==> src/rtl/rxb_pkg.sv <==
package rxb_pkg;
    typedef enum logic {
        ERR_IDLE,
        ERR_LATCHED
    } err_state_e;

    localparam int STAT_OVF_BIT = 0;
    localparam int STAT_PAR_BIT = 1;
endpackage

==> src/rtl/rxb_fifo.sv <==
module rxb_fifo #(
    parameter int W     = 8,
    parameter int DEPTH = 16,
    localparam int AW = (DEPTH > 1) ? $clog2(DEPTH) : 1,
    localparam int CW = $clog2(DEPTH + 1)
) (
    input  logic          clk,
    input  logic          rst_n,
    input  logic          push,
    input  logic [W-1:0]  din,
    input  logic          pop,
    output logic [W-1:0]  dout,
    output logic [CW-1:0] level
);
    logic [W-1:0]  mem [DEPTH];
    logic [AW-1:0] wr_ptr;
    logic [AW-1:0] rd_ptr;
    logic          do_push;
    logic          do_pop;

    assign do_push = push && (level != CW'(DEPTH));
    assign do_pop  = pop  && (level != '0);
    assign dout    = mem[rd_ptr];

    function automatic logic [AW-1:0] bump(input logic [AW-1:0] p);
        return (p == AW'(DEPTH - 1)) ? '0 : p + AW'(1);
    endfunction

    always_ff @(posedge clk) begin
        if (do_push) mem[wr_ptr] <= din;
    end

    always_ff @(posedge clk) begin
        if (!rst_n) begin
            wr_ptr <= '0;
            rd_ptr <= '0;
            level  <= '0;
        end else begin
            if (do_push) wr_ptr <= bump(wr_ptr);
            if (do_pop)  rd_ptr <= bump(rd_ptr);
            unique case ({do_push, do_pop})
                2'b10:   level <= level + CW'(1);
                2'b01:   level <= level - CW'(1);
                default: level <= level;
            endcase
        end
    end
endmodule

==> src/rtl/rxb_prefetch.sv <==
module rxb_prefetch #(
    parameter int W      = 8,
    parameter int STAGES = 4,
    localparam int PW = $clog2(STAGES + 1)
) (
    input  logic          clk,
    input  logic          rst_n,
    input  logic          src_valid,
    input  logic [W-1:0]  src_data,
    output logic          src_take,
    input  logic          out_take,
    output logic          out_valid,
    output logic [W-1:0]  out_data,
    output logic [PW-1:0] occ
);
    logic [STAGES-1:0] v;
    logic [STAGES-1:0] mv;
    logic [W-1:0]      d [STAGES];

    // Stage 0 is the read port; a stage moves down when the one below is free or moving.
    always_comb begin
        mv[0] = v[0] && out_take;
        for (int i = 1; i < STAGES; i++) begin
            mv[i] = v[i] && (!v[i-1] || mv[i-1]);
        end
    end

    assign src_take  = src_valid && (!v[STAGES-1] || mv[STAGES-1]);
    assign out_valid = v[0];
    assign out_data  = d[0];

    always_comb begin
        occ = '0;
        for (int i = 0; i < STAGES; i++) begin
            occ = occ + PW'(v[i]);
        end
    end

    for (genvar g = 0; g < STAGES; g++) begin : g_stage
        logic          fill;
        logic [W-1:0]  fill_data;
        if (g == STAGES - 1) begin : g_top
            assign fill      = src_take;
            assign fill_data = src_data;
        end else begin : g_mid
            assign fill      = mv[g+1];
            assign fill_data = d[g+1];
        end

        always_ff @(posedge clk) begin
            if (!rst_n) begin
                v[g] <= 1'b0;
            end else begin
                v[g] <= fill || (v[g] && !mv[g]);
            end
        end

        always_ff @(posedge clk) begin
            if (fill) d[g] <= fill_data;
        end
    end
endmodule

==> src/rtl/rxb_sticky.sv <==
module rxb_sticky
    import rxb_pkg::*;
(
    input  logic clk,
    input  logic rst_n,
    input  logic set_ev,
    input  logic clr_req,
    output logic flag
);
    err_state_e state;
    err_state_e state_nx;

    always_comb begin
        state_nx = state;
        unique case (state)
            ERR_IDLE:    if (set_ev) state_nx = ERR_LATCHED;
            ERR_LATCHED: if (clr_req && !set_ev) state_nx = ERR_IDLE;
            default:     state_nx = ERR_IDLE;
        endcase
    end

    always_ff @(posedge clk) begin
        if (!rst_n) state <= ERR_IDLE;
        else        state <= state_nx;
    end

    always_comb begin
        flag = (state == ERR_LATCHED);
    end
endmodule

==> src/rtl/rx_prefetch_buffer.sv <==
module rx_prefetch_buffer
    import rxb_pkg::*;
#(
    parameter int DATA_W    = 8,
    parameter int DEPTH     = 16,
    parameter int STAGES    = 4,
    parameter int LEN_W     = 8,
    parameter int LEN_DEPTH = 4,
    localparam int AW    = $clog2(DEPTH + 1),
    localparam int CNT_W = $clog2(DEPTH + STAGES + 1),
    localparam int PW    = $clog2(STAGES + 1),
    localparam int LCW   = $clog2(LEN_DEPTH + 1)
) (
    input  logic              clk,
    input  logic              rst_n,
    input  logic              ld_valid,
    input  logic [DATA_W-1:0] ld_data,
    input  logic              ld_par_ok,
    input  logic              rd_en,
    output logic [DATA_W-1:0] rd_data,
    output logic              rd_valid,
    input  logic [AW-1:0]     afull_level,
    output logic              flag_empty,
    output logic              flag_afull,
    output logic              flag_full,
    output logic [CNT_W-1:0]  word_count,
    input  logic              stat_wr,
    input  logic [1:0]        stat_wdata,
    output logic              err_overflow,
    output logic              err_parity,
    input  logic              len_push,
    input  logic [LEN_W-1:0]  len_data,
    input  logic              len_pop,
    output logic [LEN_W-1:0]  len_head,
    output logic              len_empty,
    output logic              len_full
);
    logic [AW-1:0]     fifo_level;
    logic [DATA_W-1:0] fifo_head;
    logic              fifo_pop;
    logic [PW-1:0]     pipe_occ;
    logic [LCW-1:0]    len_level;

    rxb_fifo #(.W(DATA_W), .DEPTH(DEPTH)) u_data_fifo (
        .clk   (clk),
        .rst_n (rst_n),
        .push  (ld_valid),
        .din   (ld_data),
        .pop   (fifo_pop),
        .dout  (fifo_head),
        .level (fifo_level)
    );

    rxb_prefetch #(.W(DATA_W), .STAGES(STAGES)) u_prefetch (
        .clk       (clk),
        .rst_n     (rst_n),
        .src_valid (!flag_empty),
        .src_data  (fifo_head),
        .src_take  (fifo_pop),
        .out_take  (rd_en),
        .out_valid (rd_valid),
        .out_data  (rd_data),
        .occ       (pipe_occ)
    );

    rxb_sticky u_ovf (
        .clk     (clk),
        .rst_n   (rst_n),
        .set_ev  (ld_valid && flag_full),
        .clr_req (stat_wr && stat_wdata[STAT_OVF_BIT]),
        .flag    (err_overflow)
    );

    rxb_sticky u_par (
        .clk     (clk),
        .rst_n   (rst_n),
        .set_ev  (ld_valid && !ld_par_ok),
        .clr_req (stat_wr && stat_wdata[STAT_PAR_BIT]),
        .flag    (err_parity)
    );

    rxb_fifo #(.W(LEN_W), .DEPTH(LEN_DEPTH)) u_len_fifo (
        .clk   (clk),
        .rst_n (rst_n),
        .push  (len_push),
        .din   (len_data),
        .pop   (len_pop),
        .dout  (len_head),
        .level (len_level)
    );

    assign flag_empty = (fifo_level == '0);
    assign flag_full  = (fifo_level == AW'(DEPTH));
    assign flag_afull = (fifo_level > afull_level);
    assign word_count = CNT_W'(fifo_level) + CNT_W'(pipe_occ);
    assign len_empty  = (len_level == '0);
    assign len_full   = (len_level == LCW'(LEN_DEPTH));
endmodule

==> config.mk <==
export PLATFORM = sky130hd
export DESIGN_NAME = rx_prefetch_buffer
export DESIGN_NICKNAME = d
export VERILOG_FILES = /design/src/rtl/rxb_pkg.sv /design/src/rtl/rxb_fifo.sv /design/src/rtl/rxb_prefetch.sv /design/src/rtl/rxb_sticky.sv /design/src/rtl/rx_prefetch_buffer.sv
export SDC_FILE = /design/constraint.sdc
export NUM_CORES = 1
export LEC_CHECK = 0
export ABC_AREA = 1
export BUFFER_PORTS_ARGS = -buffer_cell sky130_fd_sc_hd__clkbuf_2
export CAP_MARGIN = 40
export CORE_MARGIN = 4
export CORE_UTILIZATION = 50
export CTS_CLUSTER_SIZE = 40
export DETAILED_ROUTE_END_ITERATION = 7
export MAX_ROUTING_LAYER = met4
export PLACE_DENSITY = 0.68
export REMOVE_ABC_BUFFERS = 1
export SLEW_MARGIN = 20
export SYNTH_ARGS = -nofsm -noshare
export SYNTH_HDL_FRONTEND = slang
export SYNTH_SLANG_ARGS = --single-unit
==> constraint.sdc <==
create_clock -name clk -period 5.8 [get_ports clk]
set_clock_uncertainty 0.05 [all_clocks]
set_input_delay 0.29 -clock clk [delete_from_list [all_inputs] [get_ports clk]]
set_output_delay 0.29 -clock clk [all_outputs]
set_load 0.05 [all_outputs]
==> flow_metrics.py, run 1 <==
metrics = {
    "logic_synthesis": {
        "post-synth-top-area-fraction_pct": 61.5,
        "syn_area_per_cell_um2": 11.8,
        "number_of_enable_type_register_cells_in_the_synthesized_netlist": 192,
        "synth_seq_area_share_pct": 68.4,
        "synth.cell_area_mm2": 0.00937,
        "yosys_register_bits": 224,
        "post-synth-top-area-cell": "sky130_fd_sc_hd__edfxtp_1",
        "synth_cells": 793,
        "synth_async_sr_flop_share_pct": 0,
        "yosys.cell_types.count": 31,
        "synth-main-ff-cell": "sky130_fd_sc_hd__edfxtp_1",
        "synthTopCellsByArea": "sky130_fd_sc_hd__edfxtp_1 (62%), sky130_fd_sc_hd__dfxtp_1 (6.8%), sky130_fd_sc_hd__inv_1 (5.0%), sky130_fd_sc_hd__nand2_1 (3.5%), sky130_fd_sc_hd__nand3_1 (3.4%)",
        "yosysWarnings": 0,
    },
    "grt": {
        "grt_max_degree": 67,
        "track_usage_pct": 17.6,
        "grt_pass1_wl_mm": 29.2,
        "vias_in_the_first_global_route": 5598,
        "grt_antenna_before_repair": 0,
        "globalRoute.totalOverflow": 0,
    },
    "sta": {
        "slew-limit-headroom_pct": 46.4,
        "worst_pin_slew_ps": 801,
        "report.final.slew_viol_count": 0,
        "grt_setup_unrepaired": "false",
        "final_period_minus_worst_setup_slack_ps": 3300,
        "finalSetupTns_ps": 0,
        "timing.fmax_ghz": 0.303,
        "setup_slack_ps": 2500,
        "worst_hold_slack_ps": 24.0,
        "final_report_hold_violation_count": 0,
        "final_min_period_over_clock_period_pct": 57.0,
        "final_setup_violation_count": 0,
    },
    "setup_path": {
        "cp-startpoint": "u_prefetch.out_valid",
        "worstPathMaxFanout": 6,
        "crit_top_cell": "sky130_fd_sc_hd__inv_1",
        "cp-end-kind": "primary output",
        "timing.rr.start": "u_data_fifo.level[3]",
        "cp-start-kind": "flop",
        "timing.critical_path.slowest_stage_cell": "sky130_fd_sc_hd__fa_1",
        "worstPathRequired_ps": 5460,
        "cp_cell_sequence": "ha_1, inv_1, fa_1, inv_1, ha_1, inv_1, fa_1, o22ai_1, xor2_1, clkbuf_2",
        "worstSetupPathType": "reg -> out",
        "crit_arrival_ps": 2960,
        "critPathMaxStageDelay_ps": 420,
    },
    "routing": {
        "first_iter_violations": 386,
        "final_antenna_net_count": 0,
        "vias": 5877,
        "drt_drc_violations_left": 0,
        "detailed_route_wl_mm": 18.2,
        "via_per_inst": 5.26,
        "mean_routed_wirelength_per_cell_um": 16.3,
        "detailedRoute.firstPassIterationCount": 5,
    },
    "power": {
        "max-vdd-ir-drop_v": 0.000287,
        "p_per_area_mw_per_mm2": 455,
        "total_leakage_power_nw": 4.17,
        "total_power_mw": 4.86,
    },
    "die": {
        "die_w_um": 145,
        "die_height_um": 145,
        "std_cell_rows": 49,
        "design.core.area_mm2": 0.0182,
        "start_util_pct": 51.5,
        "area_enclosed_by_the_die_boundary_mm2": 0.0210,
        "boundaryPins": 60,
    },
    "placed_design": {
        "place_area_mm2": 0.00984,
        "port-buffer-count": 59,
        "globalplace.congestion": 0.824,
        "dp_worst_setup_slack_ps": 3000,
        "instance_count_after_placement_with_tap_cells_included": 1057,
        "place.detailed.hpwl_mm": 11.5,
    },
    "final_layout": {
        "final_nets": 930,
        "num_antenna_cells": 0,
        "fillers": 1460,
        "post-route-util_pct": 58.7,
        "stdcell_count": 1118,
        "flow.area_growth_from_synthesis_pct": 14.0,
        "drive_gt1_share_pct": 13.8,
        "final_cell_area_mm2": 0.0107,
    },
    "clock_network": {
        "ctsRootBufferMaster": "sky130_fd_sc_hd__clkbuf_16",
        "worstSkewPairLatency_ps": 500,
        "htree_num_levels": 1,
        "cts_resized": 0,
        "cts.reportedPaths.clkPinSlew_ps": 60,
        "numClockSinks": 224,
        "cts_tree": "done",
        "max-clock-path-buffers": 3,
        "cts_made_buffers": 23,
    },
    "status": {
        "run_status": "finished, final reports clean",
    },
    "min_path": {
        "type_of_the_worst_min_delay_path": "in -> reg",
        "min_from": "rd_en",
    },
    "flow_run": {
        "cap_violations": 0,
    },
}
## synth_stat cells (all sizes together), types with 2 or more instances
master,number
o21ai,66
fa,3
clkbuf,6
nand2,89
o22ai,9
xor2,4
nand3,64
buf,24
edfxtp,192
a21oi,58
xnor2,2
o211ai,32
nor2,50
inv,127
nor3,3
nand4,5
ha,24
dfxtp,32
## routing by layer
layer | share of wire (%) | vias to the layer above | track usage (%)
met5 | 0 | - | -
li1 | - | 2917 | -
met3 | 6.4 | 28 | 3.34
met1 | 44 | 2769 | 24.0
met4 | 2.2 | 0 | 4.47
met2 | 47 | 163 | 27.5
## flip-flops by register name (all words and copies together) (netlist names), named ones only
register	count
u_data_fifo.mem	128
u_len_fifo.mem	32
u_prefetch.d	32
u_data_fifo.level	5
u_data_fifo.rd_ptr	4
u_data_fifo.wr_ptr	4
u_len_fifo.level	3
u_prefetch.v	3
u_len_fifo.rd_ptr	2
u_len_fifo.wr_ptr	2
u_ovf.flag	1
u_par.flag	1
u_prefetch.out_valid	1
## kinds of logic (layout without fill, tap and decap cells)
kind of cell | count (synthesis) | count (layout) | synth area share [%]
buffers and inverters | 157 | 253 | 6.88
AO/OA/AOI/OAI | 168 | 168 | 10.6
XOR/XNOR | 6 | 6 | 0.561
flip-flops | 224 | 224 | 68.4
AND/OR/NAND/NOR | 211 | 211 | 9.76
adder cells (fa/ha/maj) | 27 | 27 | 3.85
## repair_timing
action,CTS,global route
hold buffers,11,0
setup endpoints to repair,0,0
hold endpoints to repair,34,0
buffers inserted,0,0
## layout by cell type (no fill, tap or decap), types with 4 or more instances in the layout
| cell | n |
|---|---|
| sky130_fd_sc_hd__nand2_1 | 88 |
| sky130_fd_sc_hd__nand3_1 | 63 |
| sky130_fd_sc_hd__clkbuf_1 | 7 |
| sky130_fd_sc_hd__dlygate4sd3_1 | 11 |
| sky130_fd_sc_hd__edfxtp_1 | 192 |
| sky130_fd_sc_hd__clkbuf_2 | 59 |
| sky130_fd_sc_hd__clkinv_2 | 4 |
| sky130_fd_sc_hd__o211ai_1 | 22 |
| sky130_fd_sc_hd__inv_1 | 124 |
| sky130_fd_sc_hd__ha_1 | 24 |
| sky130_fd_sc_hd__nor2_1 | 49 |
| sky130_fd_sc_hd__o22ai_1 | 9 |
| sky130_fd_sc_hd__clkinv_1 | 5 |
| sky130_fd_sc_hd__o21ai_0 | 63 |
| sky130_fd_sc_hd__xor2_1 | 4 |
| sky130_fd_sc_hd__nand4_1 | 4 |
| sky130_fd_sc_hd__dfxtp_1 | 30 |
| sky130_fd_sc_hd__o211ai_2 | 10 |
| sky130_fd_sc_hd__clkbuf_16 | 23 |
| sky130_fd_sc_hd__a21oi_1 | 58 |
| sky130_fd_sc_hd__buf_4 | 14 |
## path summary, 6_finish.rpt
path | endpoint | slack [ps] | cells past startpoint
worst max-delay path | word_count[4] | 2500 | 10
worst min register to register | u_prefetch.d[0][4] | 370 | 0
worst max register to register | u_data_fifo.level[4] | 3400 | 17
worst min-delay path | u_prefetch.out_valid | 20 | 4
## critical path, delay by kind of cell (launching register included)
| kind | cells | cell delay, ps |
|---|---|---|
| AO/OA/AOI/OAI | 1 | 170 |
| XOR/XNOR | 1 | 150 |
| adder cells (fa/ha/maj) | 4 | 1230 |
| buffers and inverters | 4 | 490 |
| flip-flops | 1 | 410 |
## power by group
part	total [mW]	internal (mW)	switching, mW
combinational	1.41	0.400	1.01
clock	1.32	0.745	0.577
sequential	2.13	1.97	0.156
total	4.86	3.12	1.74
## layout make-up
cell class / instances / area (µm²) / share of cell area [%]
Clock buffer: 31 / 616 / 5.76
Clock inverter: 11 / 56.3 / 0.527
Inverter: 127 / 477 / 4.46
Multi-Input combinational cell: 412 / 2330 / 21.8
Sequential cell: 224 / 6410 / 60.0
Tap cell: 229 / 287 / 2.68
Timing Repair Buffer: 84 / 510 / 4.78
Note: power is estimated with default switching activity, not from simulation.
==> inputs of run 2 (changes only) <==
PLACE_DENSITY = 0.7   (was 0.68)
clock period = 2.75 ns   (was 5.8 ns; I/O delays follow)
==> flow_metrics.py, run 2 (synthesis results as in run 1) <==
metrics = {
    "sta": {
        "final_setup_violation_count": 2,
        "finalSetupTns_ps": -185,
        "final_min_period_over_clock_period_pct": 104,
        "report.final.slew_viol_count": 0,
        "final_report_hold_violation_count": 0,
        "timing.fmax_ghz": 0.351,
        "worst_pin_slew_ps": 792,
        "grt_setup_unrepaired": "true",
        "final_period_minus_worst_setup_slack_ps": 2850,
        "slew-limit-headroom_pct": 47.0,
        "setup_slack_ps": -102,
    },
    "grt": {
        "globalRoute.totalOverflow": 0,
        "grt_pass1_wl_mm": 29.8,
        "vias_in_the_first_global_route": 5865,
        "grt_max_degree": 79,
        "grt_antenna_before_repair": 0,
        "track_usage_pct": 17.9,
    },
    "setup_path": {
        "timing.rr.start": "u_data_fifo.level[1]",
        "r2r_setup_slack_ps": 350,
        "rr_worst_depth": 17,
        "crit_arrival_ps": 2660,
        "worstPathMaxFanout": 2,
        "worstSetupPathType": "reg -> out",
        "worstPathRequired_ps": 2560,
        "cp-end-kind": "primary output",
        "worstReg2RegEnd": "u_data_fifo.level[4]",
        "cp-start-kind": "flop",
    },
    "clock_network": {
        "cts_made_buffers": 24,
        "ctsRootBufferMaster": "sky130_fd_sc_hd__clkbuf_16",
        "cts_tree": "done",
        "worstSkewPairLatency_ps": 510,
        "htree_num_levels": 1,
        "cts.reportedPaths.clkPinSlew_ps": 60,
        "max-clock-path-buffers": 3,
        "numClockSinks": 224,
    },
    "final_layout": {
        "num_antenna_cells": 0,
        "layout_commonest_cell": "sky130_fd_sc_hd__edfxtp_1",
        "largest-register": "u_data_fifo.mem",
        "flow.area_growth_from_synthesis_pct": 18.9,
        "stdcell_count": 1145,
        "final_cell_area_mm2": 0.0111,
        "mostFrequentLayoutCells": "sky130_fd_sc_hd__edfxtp_1 (192), sky130_fd_sc_hd__inv_1 (119), sky130_fd_sc_hd__nand2_1 (88)",
        "final_nets": 956,
        "largest_register_ff_count": 128,
        "post-route-util_pct": 61.2,
        "drive_gt1_share_pct": 17.6,
        "fillers": 1367,
        "largest_registers": "u_data_fifo.mem (128), u_len_fifo.mem (32), u_prefetch.d (32)",
    },
    "routing": {
        "vias": 6000,
        "via_per_inst": 5.24,
        "detailed_route_wl_mm": 18.6,
        "drt_drc_violations_left": 0,
        "detailedRoute.firstPassIterationCount": 5,
        "final_antenna_net_count": 0,
        "first_iter_violations": 394,
        "mean_routed_wirelength_per_cell_um": 16.2,
    },
    "min_path": {
        "min_to": "u_data_fifo.mem[9][0]",
        "type_of_the_worst_min_delay_path": "in -> reg",
        "hold-path-cell-count": 1,
        "min_from": "ld_data[0]",
    },
    "die": {
        "area_enclosed_by_the_die_boundary_mm2": 0.0210,
        "die_height_um": 145,
        "boundaryPins": 60,
        "std_cell_rows": 49,
        "start_util_pct": 51.5,
        "design.core.area_mm2": 0.0182,
        "die_w_um": 145,
    },
    "placed_design": {
        "instance_count_after_placement_with_tap_cells_included": 1078,
        "globalplace.congestion": 0.852,
        "place_area_mm2": 0.0100,
        "place.detailed.hpwl_mm": 12.0,
        "dp_worst_setup_slack_ps": 191,
        "port-buffer-count": 59,
    },
    "flow_run": {
        "cap_violations": 0,
    },
    "power": {
        "total_leakage_power_nw": 4.36,
        "max-vdd-ir-drop_v": 0.000491,
        "p_per_area_mw_per_mm2": 973,
    },
    "status": {
        "run_status": "finished with violations",
        "failed_checks": "negative setup slack",
    },
}
## run 2: cell count changes in the layout (fill, tap and decap cells not counted), sizes merged
cell	before	now
clkinv	10	13
clkbuf	90	87
buf	14	32
dlygate4sd3	11	18
bufinv	0	2
## run 2: final cells by class
class                   instances  area [µm²]  area share, %
flip-flops and latches        224        6410           57.6
multi-input cells             412        2420           21.8
repair buffers                109         788           7.08
clock buffers                  28         616           5.53
inverters                     127         477           4.28
well taps                     229         287           2.57
clock inverters                16         136           1.22
## run 2: report_power, final
| part | leakage, nW | switching, mW | internal, mW | total [mW] |
|---|---|---|---|---|
| clock | 0.371 | 1.24 | 1.79 | 3.03 |
| combinational | 1.96 | 2.28 | 1.09 | 3.37 |
| sequential | 2.02 | 0.270 | 4.16 | 4.43 |
| total | 4.36 | 3.79 | 7.04 | 10.8 |
## run 2: per-layer routing
metal | up-vias | GRT usage (%) | routed length, µm | share of wire [%]
li1 | 2968 | - | - | -
met1 | 2852 | 22.6 | 7940 | 43
met2 | 141 | 30.1 | 9200 | 50
met3 | 39 | 2.96 | 918 | 4.9
met4 | 0 | 5.42 | 515 | 2.8
met5 | - | - | 0 | 0
## run 2: critical path, cell delays in order, from the launching register on
cell and delay [ps]:
sky130_fd_sc_hd__dfxtp_2 330, sky130_fd_sc_hd__ha_4 230, sky130_fd_sc_hd__inv_2 50, sky130_fd_sc_hd__fa_2 430, sky130_fd_sc_hd__inv_2 80, sky130_fd_sc_hd__ha_4 130
sky130_fd_sc_hd__inv_2 30, sky130_fd_sc_hd__fa_2 350, sky130_fd_sc_hd__o22ai_2 140, sky130_fd_sc_hd__xor2_1 180, sky130_fd_sc_hd__clkbuf_8 210
## run 2: worst max-delay path by stage
| stage | depth (start not counted) | slack (ps) | startpoint | endpoint |
|---|---|---|---|---|
| after floorplan | 9 | -470 | u_prefetch.out_valid | word_count[4] |
| after global placement | 10 | 210 | u_prefetch.v[1] | word_count[4] |
| after detailed placement | 10 | 190 | u_prefetch.v[1] | word_count[4] |
| after CTS | 10 | -140 | u_prefetch.out_valid | word_count[4] |
| after global routing | 10 | -200 | u_prefetch.out_valid | word_count[4] |
| final | 10 | -100 | u_prefetch.v[1] | word_count[4] |
## run 2: through the flow
stage	hold slack (ps)	power, mW
global route	34.9	11.5
floorplan	186	6.70
CTS	15.2	10.8
global placement	311	7.52
detailed placement	315	7.61
finish	33.9	10.8
## run 2: timing repair
| action | in CTS | in global routing |
|---|---|---|
| hold endpoints to repair | 45 | 0 |
| endpoints found under the setup margin | 4 | 4 |
| pin swaps | 5 | 7 |
| hold buffers | 18 | 0 |
| gates cloned | 0 | 0 |
| setup buffers | 2 | 1 |
| resized for setup | 24 | 7 |
